--- config.mk ---
export PLATFORM = sky130hd
export DESIGN_NAME = tribus_fetch_dp
export DESIGN_NICKNAME = d
export VERILOG_FILES = /design/src/rtl/tbf_pkg.sv /design/src/rtl/tbf_alu.sv /design/src/rtl/tbf_bus_mux.sv /design/src/rtl/tbf_imm_ext.sv /design/src/rtl/tbf_fetch_seq.sv /design/src/rtl/tribus_fetch_dp.sv
export SDC_FILE = /design/constraint.sdc
export NUM_CORES = 1
export LEC_CHECK = 0
export ABC_CLOCK_PERIOD_IN_PS = 3600
export BUFFER_PORTS_ARGS = -buffer_cell sky130_fd_sc_hd__buf_4
export CAP_MARGIN = 20
export CORE_MARGIN = 5
export CORE_UTILIZATION = 45
export DETAILED_ROUTE_END_ITERATION = 10
export HOLD_SLACK_MARGIN = 0.15
export PLACE_DENSITY = 0.78
export SYNTH_ARGS = -nofsm -noshare
export SYNTH_HDL_FRONTEND = slang
export SYNTH_SLANG_ARGS = --single-unit
--- constraint.sdc ---
create_clock -name clk -period 3.6 [get_ports clk]
set_input_delay 0.54 -clock clk [delete_from_list [all_inputs] [get_ports clk]]
set_output_delay 0.54 -clock clk [all_outputs]
set_load 0.05 [all_outputs]
--- src/rtl/tbf_pkg.sv ---
package tbf_pkg;
  typedef enum logic [1:0] {
    PH_T0 = 2'd0,
    PH_T1 = 2'd1,
    PH_T2 = 2'd2
  } phase_e;

  typedef enum logic [1:0] {
    OP_ADD  = 2'd0,
    OP_TRA1 = 2'd1,
    OP_TRA2 = 2'd2
  } alu_op_e;

  // Source slots on each ALU input bus.
  localparam int B1_SRCS = 2;
  localparam int B1_PC   = 0;
  localparam int B1_IMM  = 1;
  localparam int B2_SRCS = 2;
  localparam int B2_ONE  = 0;
  localparam int B2_MBR  = 1;

  typedef struct packed {
    logic [B1_SRCS-1:0] b1_en;
    logic [B2_SRCS-1:0] b2_en;
    alu_op_e            op;
    logic               mar_we;
    logic               pc_we;
    logic               mbr_we;
    logic               ir_we;
    logic               req_valid;
    logic               rsp_ready;
  } ctrl_t;
endpackage

--- src/rtl/tbf_alu.sv ---
module tbf_alu
  import tbf_pkg::*;
#(
  parameter int W = 32
) (
  input  alu_op_e      op,
  input  logic [W-1:0] a,
  input  logic [W-1:0] b,
  output logic [W-1:0] y
);
  always_comb begin
    unique case (op)
      OP_ADD:  y = a + b;
      OP_TRA1: y = a;
      OP_TRA2: y = b;
      default: y = '0;
    endcase
  end
endmodule

--- src/rtl/tbf_bus_mux.sv ---
module tbf_bus_mux #(
  parameter int W = 32,
  parameter int N = 2
) (
  input  logic                clk,
  input  logic                rst_n,
  input  logic [N-1:0]        en,
  input  logic [N-1:0][W-1:0] src,
  output logic [W-1:0]        bus
);
  // AND-OR bus: an undriven bus reads zero.
  always_comb begin
    bus = '0;
    for (int i = 0; i < N; i++) begin
      bus = bus | (src[i] & {W{en[i]}});
    end
  end

  a_r9_one_driver: assert property (@(posedge clk) disable iff (!rst_n)
    $onehot0(en));
endmodule

--- src/rtl/tbf_imm_ext.sv ---
module tbf_imm_ext #(
  parameter int W     = 32,
  parameter int IMM_W = 20
) (
  input  logic [IMM_W-1:0] field,
  input  logic             sext,
  output logic [W-1:0]     word
);
  localparam int PAD_W = W - IMM_W;

  generate
    if (PAD_W > 0) begin : g_pad
      logic fill;
      assign fill = sext & field[IMM_W-1];
      assign word = {{PAD_W{fill}}, field};
    end else begin : g_nopad
      assign word = field[W-1:0];
    end
  endgenerate
endmodule

--- src/rtl/tbf_fetch_seq.sv ---
module tbf_fetch_seq
  import tbf_pkg::*;
(
  input  logic   clk,
  input  logic   rst_n,
  input  logic   req_ready,
  input  logic   rsp_valid,
  output phase_e phase,
  output ctrl_t  ctrl
);
  phase_e nxt;

  always_ff @(posedge clk) begin
    if (!rst_n) phase <= PH_T0;
    else        phase <= nxt;
  end

  always_comb begin
    ctrl = '0;
    nxt  = phase;
    unique case (phase)
      PH_T0: begin
        ctrl.b1_en[B1_PC] = 1'b1;
        ctrl.op           = OP_TRA1;
        ctrl.mar_we       = 1'b1;
        ctrl.req_valid    = 1'b1;
        if (req_ready) nxt = PH_T1;
      end
      PH_T1: begin
        ctrl.b1_en[B1_PC]  = 1'b1;
        ctrl.b2_en[B2_ONE] = 1'b1;
        ctrl.op            = OP_ADD;
        ctrl.rsp_ready     = 1'b1;
        if (rsp_valid) begin
          ctrl.pc_we  = 1'b1;
          ctrl.mbr_we = 1'b1;
          nxt         = PH_T2;
        end
      end
      PH_T2: begin
        ctrl.b2_en[B2_MBR] = 1'b1;
        ctrl.op            = OP_TRA2;
        ctrl.ir_we         = 1'b1;
        nxt                = PH_T0;
      end
      default: nxt = PH_T0;
    endcase
  end

  a_r10_t2_to_t0: assert property (@(posedge clk) disable iff (!rst_n)
    (phase == PH_T2) |=> (phase == PH_T0));
  a_r2_hold_t0: assert property (@(posedge clk) disable iff (!rst_n)
    (phase == PH_T0 && !req_ready) |=> (phase == PH_T0));
  a_r3_wait_t1: assert property (@(posedge clk) disable iff (!rst_n)
    (phase == PH_T1 && !rsp_valid) |=> (phase == PH_T1));
  a_r10_legal_code: assert property (@(posedge clk) disable iff (!rst_n)
    (phase != 2'd3));
endmodule

--- src/rtl/tribus_fetch_dp.sv ---
module tribus_fetch_dp
  import tbf_pkg::*;
#(
  parameter int          W        = 32,
  parameter int          IMM_W    = 20,
  parameter logic [31:0] RESET_PC = 32'h0
) (
  input  logic         clk,
  input  logic         rst_n,
  output logic         req_valid,
  input  logic         req_ready,
  output logic [W-1:0] req_addr,
  input  logic         rsp_valid,
  output logic         rsp_ready,
  input  logic [W-1:0] rsp_data,
  input  logic         imm_sext,
  output logic [W-1:0] imm_word,
  output logic [1:0]   phase,
  output logic [W-1:0] pc,
  output logic [W-1:0] mar,
  output logic [W-1:0] ir,
  output logic [W-1:0] bus_b1,
  output logic [W-1:0] bus_b2,
  output logic [W-1:0] bus_b3
);
  phase_e ph;
  ctrl_t  ctrl;

  logic [W-1:0] pc_q, mar_q, mbr_q, ir_q;
  logic [W-1:0] b1, b2, b3, imm_q;
  logic [B1_SRCS-1:0][W-1:0] b1_src;
  logic [B2_SRCS-1:0][W-1:0] b2_src;

  tbf_fetch_seq u_seq (
    .clk       (clk),
    .rst_n     (rst_n),
    .req_ready (req_ready),
    .rsp_valid (rsp_valid),
    .phase     (ph),
    .ctrl      (ctrl)
  );

  tbf_imm_ext #(.W(W), .IMM_W(IMM_W)) u_ext (
    .field (ir_q[IMM_W-1:0]),
    .sext  (imm_sext),
    .word  (imm_q)
  );

  always_comb begin
    b1_src[B1_PC]  = pc_q;
    b1_src[B1_IMM] = imm_q;
    b2_src[B2_ONE] = W'(1);
    b2_src[B2_MBR] = mbr_q;
  end

  tbf_bus_mux #(.W(W), .N(B1_SRCS)) u_b1 (
    .clk(clk), .rst_n(rst_n), .en(ctrl.b1_en), .src(b1_src), .bus(b1)
  );
  tbf_bus_mux #(.W(W), .N(B2_SRCS)) u_b2 (
    .clk(clk), .rst_n(rst_n), .en(ctrl.b2_en), .src(b2_src), .bus(b2)
  );

  tbf_alu #(.W(W)) u_alu (
    .op (ctrl.op),
    .a  (b1),
    .b  (b2),
    .y  (b3)
  );

  // Every register is written only from B3 or the memory stream.
  always_ff @(posedge clk) begin
    if (!rst_n) begin
      pc_q  <= W'(RESET_PC);
      mar_q <= '0;
      mbr_q <= '0;
      ir_q  <= '0;
    end else begin
      if (ctrl.pc_we)  pc_q  <= b3;
      if (ctrl.mar_we) mar_q <= b3;
      if (ctrl.mbr_we) mbr_q <= rsp_data;
      if (ctrl.ir_we)  ir_q  <= b3;
    end
  end

  assign req_valid = ctrl.req_valid;
  assign req_addr  = b3;
  assign rsp_ready = ctrl.rsp_ready;
  assign imm_word  = imm_q;
  assign phase     = ph;
  assign pc        = pc_q;
  assign mar       = mar_q;
  assign ir        = ir_q;
  assign bus_b1    = b1;
  assign bus_b2    = b2;
  assign bus_b3    = b3;

  a_r3_pc_step: assert property (@(posedge clk) disable iff (!rst_n)
    (ph == PH_T1 && rsp_valid) |=> (pc_q == $past(pc_q) + W'(1)));
  a_r3_pc_hold: assert property (@(posedge clk) disable iff (!rst_n)
    !(ph == PH_T1 && rsp_valid) |=> $stable(pc_q));
  a_r8_mbr_hold: assert property (@(posedge clk) disable iff (!rst_n)
    !(ph == PH_T1 && rsp_valid) |=> $stable(mbr_q));
  a_r4_ir_from_mbr: assert property (@(posedge clk) disable iff (!rst_n)
    (ph == PH_T2) |=> (ir_q == $past(mbr_q)));
  a_r2_mar_from_pc: assert property (@(posedge clk) disable iff (!rst_n)
    (ph == PH_T0) |=> (mar_q == $past(pc_q)));
endmodule

---- Word-level counts from Yosys, hierarchy flattened ----
Cells that the tools add are included.
storage, ports and cells
  input port bits ......................... 37
  word-level logic and storage cells ...... 31
  output and inout bits ................... 260
  bits in registers ....................... 130
cells by class
  add/sub/neg operators ................... 1
  reduce and logical (&&, ||, !) cells .... 4
  equality and inequality tests ........... 6
  mux-type cells .......................... 11
  bitwise logic cells ..................... 4
operators by type and width
  cell                count
  $pmux 32 s3         1
  $and 32x32->32      2
  $add 32x32->32      1
  $or 1x32->32        1
  $mux 2              4
  $pmux 2 s2          2
  $eq 2x1->1 const B  2
  $eq 2x2->1 const B  2
  $logic_not 2->1     2
  $mux 1              4
  $ne 2x2->1 const B  2
  $reduce_and 2->1    1
  $reduce_or 2->1     1
  $and 1x1->1         1

---- Logic depth before layout (Yosys ltp) ----
Gate-level depths: netlist (run 1).
  depth in word-level cells ............... 6
  mapped depth ............................ 17
  depth with buffers taken out ............ 12

---- Hierarchy ----
Synthesis (run 1) repeated with hierarchy kept, for this count alone.
second synthesis, totals
  cells, all modules ...................... 917
  area, all modules ....................... 8589.5 um2
modules (own cells, without submodules)
  module           area an instance (um2)  instances  cells an instance
  tribus_fetch_dp  5247.5                  1          448
  tbf_alu          2243.4                  1          341
  tbf_bus_mux      350.3                   2          38
  tbf_imm_ext      246.5                   1          33
  tbf_fetch_seq    151.4                   1          19

---- Worst setup path before layout (run 1) ----
OpenSTA, ideal clock, no wires.
  path type ............................... register to output
  start point ............................. reg u_seq.phase[0]
  end point ............................... out req_addr[26]
  setup slack ............................. -2.331 ns
  path buffers ............................ 4
  data arrival time ....................... 5.391 ns
  stages on the path, launching flop included .. 17
  cells stage by stage .................... dfxtp_1 and2b_1 clkbuf_1 clkbuf_1 nand2_1 o21ai_0 ha_1 ha_1 a21oi_2 o211ai_2 o311a_1 a221o_1 buf_6 a41o_2 xnor2_1 a21oi_1 buf_4
on the way
  cells in the longest elaborated chain, start to end .. 6
ends and longest elaborated chain
  element                 RTL line               RTL
  from (decl)             tbf_fetch_seq.sv:8     output phase_e phase,
  from (signal assigned)  tbf_fetch_seq.sv:15    else phase <= nxt;
  $eq 2x2->1              tbf_fetch_seq.sv:21    unique case (phase)
  $mux 1                  tbf_fetch_seq.sv:21
  $and 32x32->32          tbf_bus_mux.sv:15      bus = bus | (src[i] & {W{en[i]}});
  $or 1x32->32 *          tbf_bus_mux.sv:15
  named net bus_b2[0]     tribus_fetch_dp.sv:23  output logic [W-1:0] bus_b2,
  $add 32x32->32 *        tbf_alu.sv:13          OP_ADD: y = a + b;
  $pmux 32 s3 *           tbf_alu.sv:12          unique case (op)
  to (decl)               tribus_fetch_dp.sv:12  output logic [W-1:0] req_addr,
Mark *: on every way through the listed nets, which the timed path passes. The rest lies on a longest branch.

---- Worst setup path after layout (run 1) ----
  start point ............................. reg u_seq.phase[0]
  end point ............................... out bus_b3[24]
on the way
  cells in the longest elaborated chain, start to end .. 6
ends and longest elaborated chain
  element                                                     RTL line                                RTL
  $eq 2x1->1, or another cell as far along                    tbf_fetch_seq.sv:21
  $reduce_or 2->1 (no line) / $mux 1 (equally long branches)  -
  $mux 1 / $and 32x32->32 (equally long branches)             tbf_fetch_seq.sv:21, tbf_bus_mux.sv:15
  $and 32x32->32 / $or 1x32->32 (equally long branches)       tbf_bus_mux.sv:15
  $add 32x32->32                                              tbf_alu.sv:13
  $pmux 32 s3 *                                               tbf_alu.sv:12
  to (decl)                                                   tribus_fetch_dp.sv:24                   output logic [W-1:0] bus_b3
Mark *: on every way between the ends. The rest lies on a longest branch, timed or not.

==> flow_results.xml, run 1 <==
<?xml version="1.0" encoding="UTF-8"?>
<metrics>
  <group name="setup_path">
    <metric name="cp-end-kind" unit="">output pin</metric>
    <metric name="crit_path_frequent_cell" unit="">sky130_fd_sc_hd__buf_4</metric>
    <metric name="required" unit="ns">3.06</metric>
    <metric name="crit_path_cell_chain" unit="">and2b_4, buf_8, nand2_1, inv_2, ha_4, nand3_1, o211ai_2, o311a_4, a221o_2, buf_4, nand3_2, xor2_4, a22oi_2, buf_4, buf_6</metric>
    <metric name="critPathKind" unit="">flop to output pin</metric>
    <metric name="cp_num_buf_inv" unit="">5</metric>
    <metric name="cp_data_arrival_time" unit="ns">3.62</metric>
    <metric name="critical_path.top_delay_family" unit="">compound AO/OA/AOI/OAI gates</metric>
    <metric name="worst_path_max_delay_cell" unit="">sky130_fd_sc_hd__a221o_2</metric>
    <metric name="worst_path_largest_cell_delay" unit="ns">0.45</metric>
    <metric name="critPathLaunchType" unit="">flop</metric>
    <metric name="path_max_fanout" unit="">7</metric>
  </group>
  <group name="sta">
    <metric name="fin_hold_ws" unit="ns">0.357</metric>
    <metric name="grt_setup_unrepaired" unit="">true</metric>
    <metric name="achievable-frequency" unit="MHz">240</metric>
    <metric name="worst_slew_pin_slew" unit="ns">0.865</metric>
    <metric name="postLayoutSetupSlackWorst" unit="ns">-0.561</metric>
    <metric name="final_period_minus_worst_setup_slack" unit="ns">4.16</metric>
    <metric name="post-route-period-util" unit="%">116</metric>
    <metric name="setup-violations-final" unit="">44</metric>
    <metric name="worst_clock_skew" unit="ns">0.0131</metric>
    <metric name="timing.final.hold_violations" unit="">0</metric>
    <metric name="slew_violations" unit="">0</metric>
    <metric name="maxSlewHeadroom" unit="%">42.3</metric>
  </group>
  <group name="global_routing">
    <metric name="grt_use_total" unit="%">31.0</metric>
    <metric name="grtUsageMet3" unit="%">8.78</metric>
    <metric name="groute.layer.met1.usage" unit="%">40.6</metric>
    <metric name="overflow_left_after_global_routing" unit="">0</metric>
    <metric name="grt-busiest-layer" unit="">met2</metric>
    <metric name="global_route_wire_length_before_repair" unit="um">48700</metric>
    <metric name="antenna_violations_before_repair" unit="">0</metric>
    <metric name="use_met2" unit="%">48.4</metric>
    <metric name="first_global_vias" unit="">8830</metric>
    <metric name="grt_start_max_net_pins" unit="">80</metric>
  </group>
  <group name="placed_design">
    <metric name="gpl.final_weighted_congestion" unit="">0.928</metric>
    <metric name="detailedPlacementHpwl" unit="um">22100</metric>
    <metric name="buffer_ports.inserted" unit="">296</metric>
  </group>
  <group name="status">
    <metric name="run_status" unit="">finished with violations</metric>
    <metric name="failing_checks" unit="">negative setup slack</metric>
  </group>
  <group name="synth">
    <metric name="ys_types" unit="">82</metric>
    <metric name="synthCells" unit="">993</metric>
    <metric name="synth.net_count" unit="">1055</metric>
    <metric name="syn-cell-area" unit="sq um">7560</metric>
    <metric name="seq_area_frac_synth" unit="%">34.4</metric>
    <metric name="synth_edf_count" unit="">0</metric>
    <metric name="netlist_top_cells_area" unit="">sky130_fd_sc_hd__dfxtp_1 (34%), sky130_fd_sc_hd__nand2_1 (11%), sky130_fd_sc_hd__a21oi_1 (8.9%)</metric>
    <metric name="postSynthRegisterBits" unit="">130</metric>
    <metric name="netlist.area_leader.share" unit="%">34.4</metric>
    <metric name="flip_flop_cell_with_the_highest_count_after_synthesis" unit="">sky130_fd_sc_hd__dfxtp_1</metric>
    <metric name="synthesis.area_per_instance" unit="sq um">7.61</metric>
    <metric name="async_reset_ff_share" unit="%">0</metric>
    <metric name="synth_area_leader_cell" unit="">sky130_fd_sc_hd__dfxtp_1</metric>
    <metric name="yosys_warnings" unit="">0</metric>
  </group>
  <group name="drt">
    <metric name="drt_drc_violations_left" unit="">0</metric>
    <metric name="vias_per_cell" unit="">5.61</metric>
    <metric name="drt_pre_antenna_iters" unit="">6</metric>
    <metric name="drtIter0Drc" unit="">939</metric>
    <metric name="ant_nets" unit="">0</metric>
    <metric name="via_count" unit="">9124</metric>
    <metric name="wire_per_inst" unit="um">19.9</metric>
    <metric name="detail_route.wirelength" unit="um">32300</metric>
  </group>
  <group name="clock_network">
    <metric name="cts_inserted_buffers" unit="">17</metric>
    <metric name="clock_tree.htree_level_count" unit="">4</metric>
    <metric name="cts.sinks" unit="">130</metric>
    <metric name="clockBufferDepth" unit="">2</metric>
    <metric name="clkLatencyLatePin" unit="ns">0.43</metric>
    <metric name="tritoncts" unit="">built</metric>
    <metric name="clock_root_cell" unit="">sky130_fd_sc_hd__clkbuf_16</metric>
    <metric name="clk_pin_slew_worst_paths" unit="ns">0.07</metric>
  </group>
  <group name="layout">
    <metric name="layout-area-overhead-vs-synth" unit="%">68.3</metric>
    <metric name="layout_commonest_cell" unit="">sky130_fd_sc_hd__buf_4</metric>
    <metric name="most-common-layout-cells" unit="">sky130_fd_sc_hd__buf_4 (447), sky130_fd_sc_hd__nand2_1 (206), sky130_fd_sc_hd__dfxtp_1 (128)</metric>
    <metric name="nNetsFinal" unit="">1454</metric>
    <metric name="fraction_of_final_layout_cells_with_drive_strength_greater_than_1" unit="%">49.5</metric>
    <metric name="diodes" unit="">0</metric>
  </group>
  <group name="power_and_ir_drop">
    <metric name="peakVddDrop" unit="mV">0.332</metric>
    <metric name="power_per_cell_area" unit="nW/um^2">314</metric>
    <metric name="static-leakage-power" unit="uW">0.00589</metric>
    <metric name="fin_total_pwr" unit="uW">3990</metric>
  </group>
  <group name="min_path">
    <metric name="worst_hold_path_type" unit="">input pin to flop</metric>
  </group>
  <group name="run">
    <metric name="cap_violations" unit="">0</metric>
  </group>
  <group name="floorplan">
    <metric name="placeableCoreArea" unit="sq um">16500</metric>
    <metric name="placement_rows" unit="">47</metric>
    <metric name="floorplan.die_area" unit="sq um">19500</metric>
    <metric name="die_w" unit="um">140</metric>
    <metric name="floorplan.io_pins" unit="">297</metric>
    <metric name="floorplan.initialDensity" unit="%">45.7</metric>
    <metric name="die_boundary_height" unit="um">140</metric>
  </group>
</metrics>
layout make-up:
type	instances	area, sq um
fill	1135	3810
timing repair buffer	507	4090
clock inverter	14	179
inverter	41	190
sequential	130	2610
tap	220	275
clock buffer	18	429
multi-input combinational	695	4950
cells in the mapped netlist, drive strengths merged (3+ instances only):
master,count
a2111oi,6
a211oi,17
a21o,14
a21oi,139
a221o,7
a31o,3
a31oi,9
a32oi,3
and2,15
and4,3
buf,78
clkbuf,49
dfxtp,130
ha,25
inv,39
mux2i,7
nand2,222
nand2b,8
nand3,20
nand4,7
nand4b,3
nor2,32
nor2b,33
nor3,12
nor3b,3
o211ai,9
o21ai,24
o21bai,3
o2bb2ai,3
or3,3
xnor2,12
xor2,9
stage by stage:
| step | instances | util (%) | worst slack (ns) | cell area, sq um | TNS, ns |
|---|---|---|---|---|---|
| floorplan | 993 | - | -0.985 | 8220 | -21.29 |
| global placement | 1546 | 66.9 | -0.161 | 11100 | -1.76 |
| detailed placement | 1546 | 66.9 | -0.216 | 11100 | -3.04 |
| CTS | 1615 | 75.5 | -0.461 | 12500 | -15.76 |
| global route | 1625 | 77.0 | -0.635 | 12700 | -22.30 |
| finish | 1625 | 77.0 | -0.561 | 12700 | -17.87 |
flip-flops by register name, summed over array words and instances (netlist names):
name	flops
ir	32
mar	32
mbr_q	32
pc	32
u_seq.phase	2
power breakdown:
part | internal [uW] | switching, uW
Clock | 1100 | 736
Sequential | 1460 | 21.5
Combinational | 223 | 446
worst paths after layout:
path	startpoint	end	slack (ns)	depth (start not counted)
worst min-delay path	rsp_data[28]	mbr_q[28]	0.36	3
worst max-delay path	u_seq.phase[0]	bus_b3[24]	-0.56	15
worst min register to register	mbr_q[17]	mbr_q[17]	0.45	2
worst max register to register	u_seq.phase[1]	pc[23]	0.12	17
what timing repair did:
item                                    CTS  global route
hold buffers                              0             0
gates resized for setup                 121            29
pin swaps                                33            34
setup buffers                            37            11
endpoints found under the setup margin   50            52
layer usage:
metal | vias to the layer above | wire length, um
met2 | 538 | 14800
met4 | 0 | 983
met3 | 87 | 3370
met1 | 4341 | 13100
met5 | - | 0
li1 | 4158 | -
tightest hold or removal path: stages:
cell and delay (ns):
sky130_fd_sc_hd__buf_4 0.11, sky130_fd_sc_hd__nand2_1 0.05, sky130_fd_sc_hd__a21oi_1 0.05
cells by family after synthesis:
kind of cell	synth area share [%]
xor gates and xnor gates	2.43
muxes	1.08
and+or+nand+nor	22.8
DFF	34.4
AOI/OAI and AO/OA	23.2
buffers and inverters	11.9
adders and majority gates	4.14
(Power assumes the default switching activity.)
==> run 2: changes to the inputs <==
--- a/config.mk
+++ b/config.mk
@@ -5,7 +5,6 @@
 export SDC_FILE = /design/constraint.sdc
 export NUM_CORES = 1
 export LEC_CHECK = 0
-export ABC_CLOCK_PERIOD_IN_PS = 3600
 export BUFFER_PORTS_ARGS = -buffer_cell sky130_fd_sc_hd__buf_4
 export CAP_MARGIN = 20
 export CORE_MARGIN = 5
@@ -13,6 +12,7 @@
 export DETAILED_ROUTE_END_ITERATION = 10
 export HOLD_SLACK_MARGIN = 0.15
 export PLACE_DENSITY = 0.78
+export RECOVER_POWER = 50
 export SYNTH_ARGS = -nofsm -noshare
 export SYNTH_HDL_FRONTEND = slang
 export SYNTH_SLANG_ARGS = --single-unit
==> flow_results.xml, run 2 (synthesis gave the netlist of run 1 again) <==
<?xml version="1.0" encoding="UTF-8"?>
<metrics>
  <group name="status">
    <metric name="run_status" unit="">finished with violations</metric>
    <metric name="failing_checks" unit="">negative setup slack</metric>
  </group>
  <group name="global_routing">
    <metric name="global_route_wire_length_before_repair" unit="um">48700</metric>
    <metric name="first_global_vias" unit="">8830</metric>
    <metric name="groute.layer.met1.usage" unit="%">40.6</metric>
    <metric name="grtUsageMet3" unit="%">8.78</metric>
    <metric name="antenna_violations_before_repair" unit="">0</metric>
    <metric name="grt_use_total" unit="%">31.0</metric>
    <metric name="overflow_left_after_global_routing" unit="">0</metric>
    <metric name="grt_start_max_net_pins" unit="">80</metric>
    <metric name="use_met2" unit="%">48.4</metric>
    <metric name="grt-busiest-layer" unit="">met2</metric>
  </group>
  <group name="sta">
    <metric name="post-route-period-util" unit="%">116</metric>
    <metric name="setup-violations-final" unit="">44</metric>
    <metric name="tns" unit="ns">-17.83</metric>
    <metric name="worst_clock_skew" unit="ns">0.0126</metric>
    <metric name="slew_violations" unit="">0</metric>
    <metric name="final_period_minus_worst_setup_slack" unit="ns">4.16</metric>
    <metric name="maxSlewHeadroom" unit="%">42.5</metric>
    <metric name="timing.final.hold_violations" unit="">0</metric>
    <metric name="worst_slew_pin_slew" unit="ns">0.862</metric>
    <metric name="achievable-frequency" unit="MHz">240</metric>
    <metric name="grt_setup_unrepaired" unit="">true</metric>
    <metric name="postLayoutSetupSlackWorst" unit="ns">-0.561</metric>
  </group>
  <group name="drt">
    <metric name="detail_route.wirelength" unit="um">32300</metric>
    <metric name="drt_pre_antenna_iters" unit="">5</metric>
    <metric name="ant_nets" unit="">0</metric>
    <metric name="drtIter0Drc" unit="">931</metric>
    <metric name="via_count" unit="">9163</metric>
    <metric name="wire_per_inst" unit="um">19.9</metric>
    <metric name="vias_per_cell" unit="">5.64</metric>
    <metric name="drt_drc_violations_left" unit="">0</metric>
  </group>
  <group name="floorplan">
    <metric name="floorplan.initialDensity" unit="%">45.7</metric>
    <metric name="die_w" unit="um">140</metric>
    <metric name="placement_rows" unit="">47</metric>
    <metric name="floorplan.die_area" unit="sq um">19500</metric>
    <metric name="placeableCoreArea" unit="sq um">16500</metric>
    <metric name="floorplan.io_pins" unit="">297</metric>
    <metric name="die_boundary_height" unit="um">140</metric>
  </group>
  <group name="layout">
    <metric name="layout-area-overhead-vs-synth" unit="%">64.4</metric>
    <metric name="layout_commonest_cell" unit="">sky130_fd_sc_hd__buf_4</metric>
    <metric name="layout_cell_area_excl_fill" unit="sq um">12400</metric>
    <metric name="instances_no_fill" unit="">1625</metric>
    <metric name="final_core_utilization" unit="%">75.2</metric>
    <metric name="fraction_of_final_layout_cells_with_drive_strength_greater_than_1" unit="%">43.9</metric>
    <metric name="most-common-layout-cells" unit="">sky130_fd_sc_hd__buf_4 (369), sky130_fd_sc_hd__nand2_1 (206), sky130_fd_sc_hd__dfxtp_1 (128)</metric>
    <metric name="nNetsFinal" unit="">1454</metric>
    <metric name="diodes" unit="">0</metric>
  </group>
  <group name="power_and_ir_drop">
    <metric name="internal_power" unit="uW">2780</metric>
    <metric name="power.share.switching" unit="%">30.2</metric>
    <metric name="pwr-share-seq" unit="%">37.3</metric>
    <metric name="power_per_cell_area" unit="nW/um^2">320</metric>
    <metric name="netSwitchingPower" unit="uW">1200</metric>
    <metric name="static-leakage-power" unit="uW">0.00556</metric>
    <metric name="power.combinational.fraction" unit="%">16.7</metric>
    <metric name="peakVddDrop" unit="mV">0.334</metric>
    <metric name="power.share.clock" unit="%">46.0</metric>
  </group>
  <group name="placed_design">
    <metric name="gpl.final_weighted_congestion" unit="">0.928</metric>
    <metric name="pre_cts_ws" unit="ns">-0.216</metric>
    <metric name="buffer_ports.inserted" unit="">296</metric>
    <metric name="place.detailed.instances" unit="">1546</metric>
    <metric name="detailedPlacementHpwl" unit="um">22100</metric>
    <metric name="placedInstanceArea" unit="sq um">11100</metric>
  </group>
  <group name="clock_network">
    <metric name="clock_root_cell" unit="">sky130_fd_sc_hd__clkbuf_16</metric>
    <metric name="clkLatencyLatePin" unit="ns">0.43</metric>
    <metric name="postCtsHoldBufs" unit="">0</metric>
    <metric name="cts.sinks" unit="">130</metric>
    <metric name="cts_inserted_buffers" unit="">17</metric>
    <metric name="tritoncts" unit="">built</metric>
    <metric name="clockBufferDepth" unit="">2</metric>
    <metric name="clock_tree.htree_level_count" unit="">4</metric>
    <metric name="clk_pin_slew_worst_paths" unit="ns">0.07</metric>
  </group>
  <group name="min_path">
    <metric name="worst_hold_path_type" unit="">input pin to flop</metric>
    <metric name="hp-start" unit="">rsp_data[26]</metric>
    <metric name="min_path_cells" unit="">3</metric>
    <metric name="whs_endpoint" unit="">mbr_q[26]</metric>
  </group>
  <group name="setup_path">
    <metric name="required" unit="ns">3.06</metric>
    <metric name="crit_path_frequent_cell" unit="">sky130_fd_sc_hd__buf_4</metric>
    <metric name="reg2reg_slack" unit="ns">0.12</metric>
    <metric name="crit_path_cell_chain" unit="">and2b_4, buf_8, nand2_1, inv_2, ha_4, nand3_1, o211ai_2, o311a_4, a221o_2, buf_4, nand3_2, xor2_4, a22oi_2, buf_4, buf_6</metric>
    <metric name="r2r_end" unit="">pc[23]</metric>
    <metric name="worst-r2r-cell-count" unit="">17</metric>
    <metric name="critPathLaunchType" unit="">flop</metric>
    <metric name="critical_path.top_delay_family" unit="">compound AO/OA/AOI/OAI gates</metric>
    <metric name="cp_data_arrival_time" unit="ns">3.62</metric>
    <metric name="cp-end-kind" unit="">output pin</metric>
    <metric name="critPathKind" unit="">flop to output pin</metric>
    <metric name="path_max_fanout" unit="">7</metric>
    <metric name="reg2reg_from" unit="">u_seq.phase[1]</metric>
    <metric name="worst_path_max_delay_cell" unit="">sky130_fd_sc_hd__a221o_2</metric>
    <metric name="cp_num_buf_inv" unit="">5</metric>
    <metric name="worst_path_largest_cell_delay" unit="ns">0.44</metric>
  </group>
  <group name="run">
    <metric name="cap_violations" unit="">0</metric>
  </group>
</metrics>
==> run 2: worst register-to-register path: cells and delay by family (launching register included) <==
family	cells	cell delay, ns
muxes	1	0.29
DFF	1	0.36
AOI/OAI and AO/OA	3	0.87
adders and majority gates	1	0.30
and+or+nand+nor	5	0.72
buffers and inverters	7	0.86
==> run 2: cell type report <==
class | count | area, sq um
multi-input cells | 695 | 4950
inverters | 41 | 190
clock buffers | 18 | 429
well taps | 220 | 275
fillers | 1244 | 4100
flip-flops and latches | 130 | 2610
repair buffers | 507 | 3790
clock inverters | 14 | 179
==> run 2: power by group through the flow <==
stage          clock network, uW  registers [uW]  logic [uW]
5_1_grt                     1900            1490         693
2_1_floorplan                  0            1550         394
4_1_cts                     1840            1480         653
3_3_place_gp                   0            1510         613
6_report                    1830            1480         664
3_5_place_dp                   0            1510         618
==> run 2: metrics by stage <==
stage               hold WS (ns)  total power [uW]
finish                     0.355              3980
global route               0.360              4080
CTS                        0.348              3970
detailed placement         0.447              2130
global placement           0.443              2130
floorplan                  0.432              1950
==> run 2: how the worst max path moves through the flow <==
stage / cells past startpoint / slack [ns] / from / endpoint
global placement: 13 / -0.16 / u_seq.phase[0] / bus_b3[30]
CTS: 14 / -0.46 / u_seq.phase[0] / req_addr[29]
detailed placement: 13 / -0.22 / u_seq.phase[0] / bus_b3[26]
floorplan: 16 / -0.99 / u_seq.phase[1] / req_addr[20]
finish: 15 / -0.56 / u_seq.phase[0] / bus_b3[24]
global route: 15 / -0.64 / u_seq.phase[0] / bus_b3[24]
==> run 2: what timing repair did <==
item | CTS | global route
gates resized for setup | 121 | 29
setup endpoints to repair | 50 | 52
buffers inserted | 37 | 11
endpoints found under the hold margin | 0 | 0
pin swaps | 33 | 34
==> run 2: routing by layer <==
| metal | share of wire (%) | vias up | wire, um |
|---|---|---|---|
| met5 | 0 | - | 0 |
| li1 | - | 4154 | - |
| met3 | 11 | 89 | 3420 |
| met1 | 40 | 4363 | 13000 |
| met4 | 3.2 | 0 | 1020 |
| met2 | 46 | 557 | 14800 |
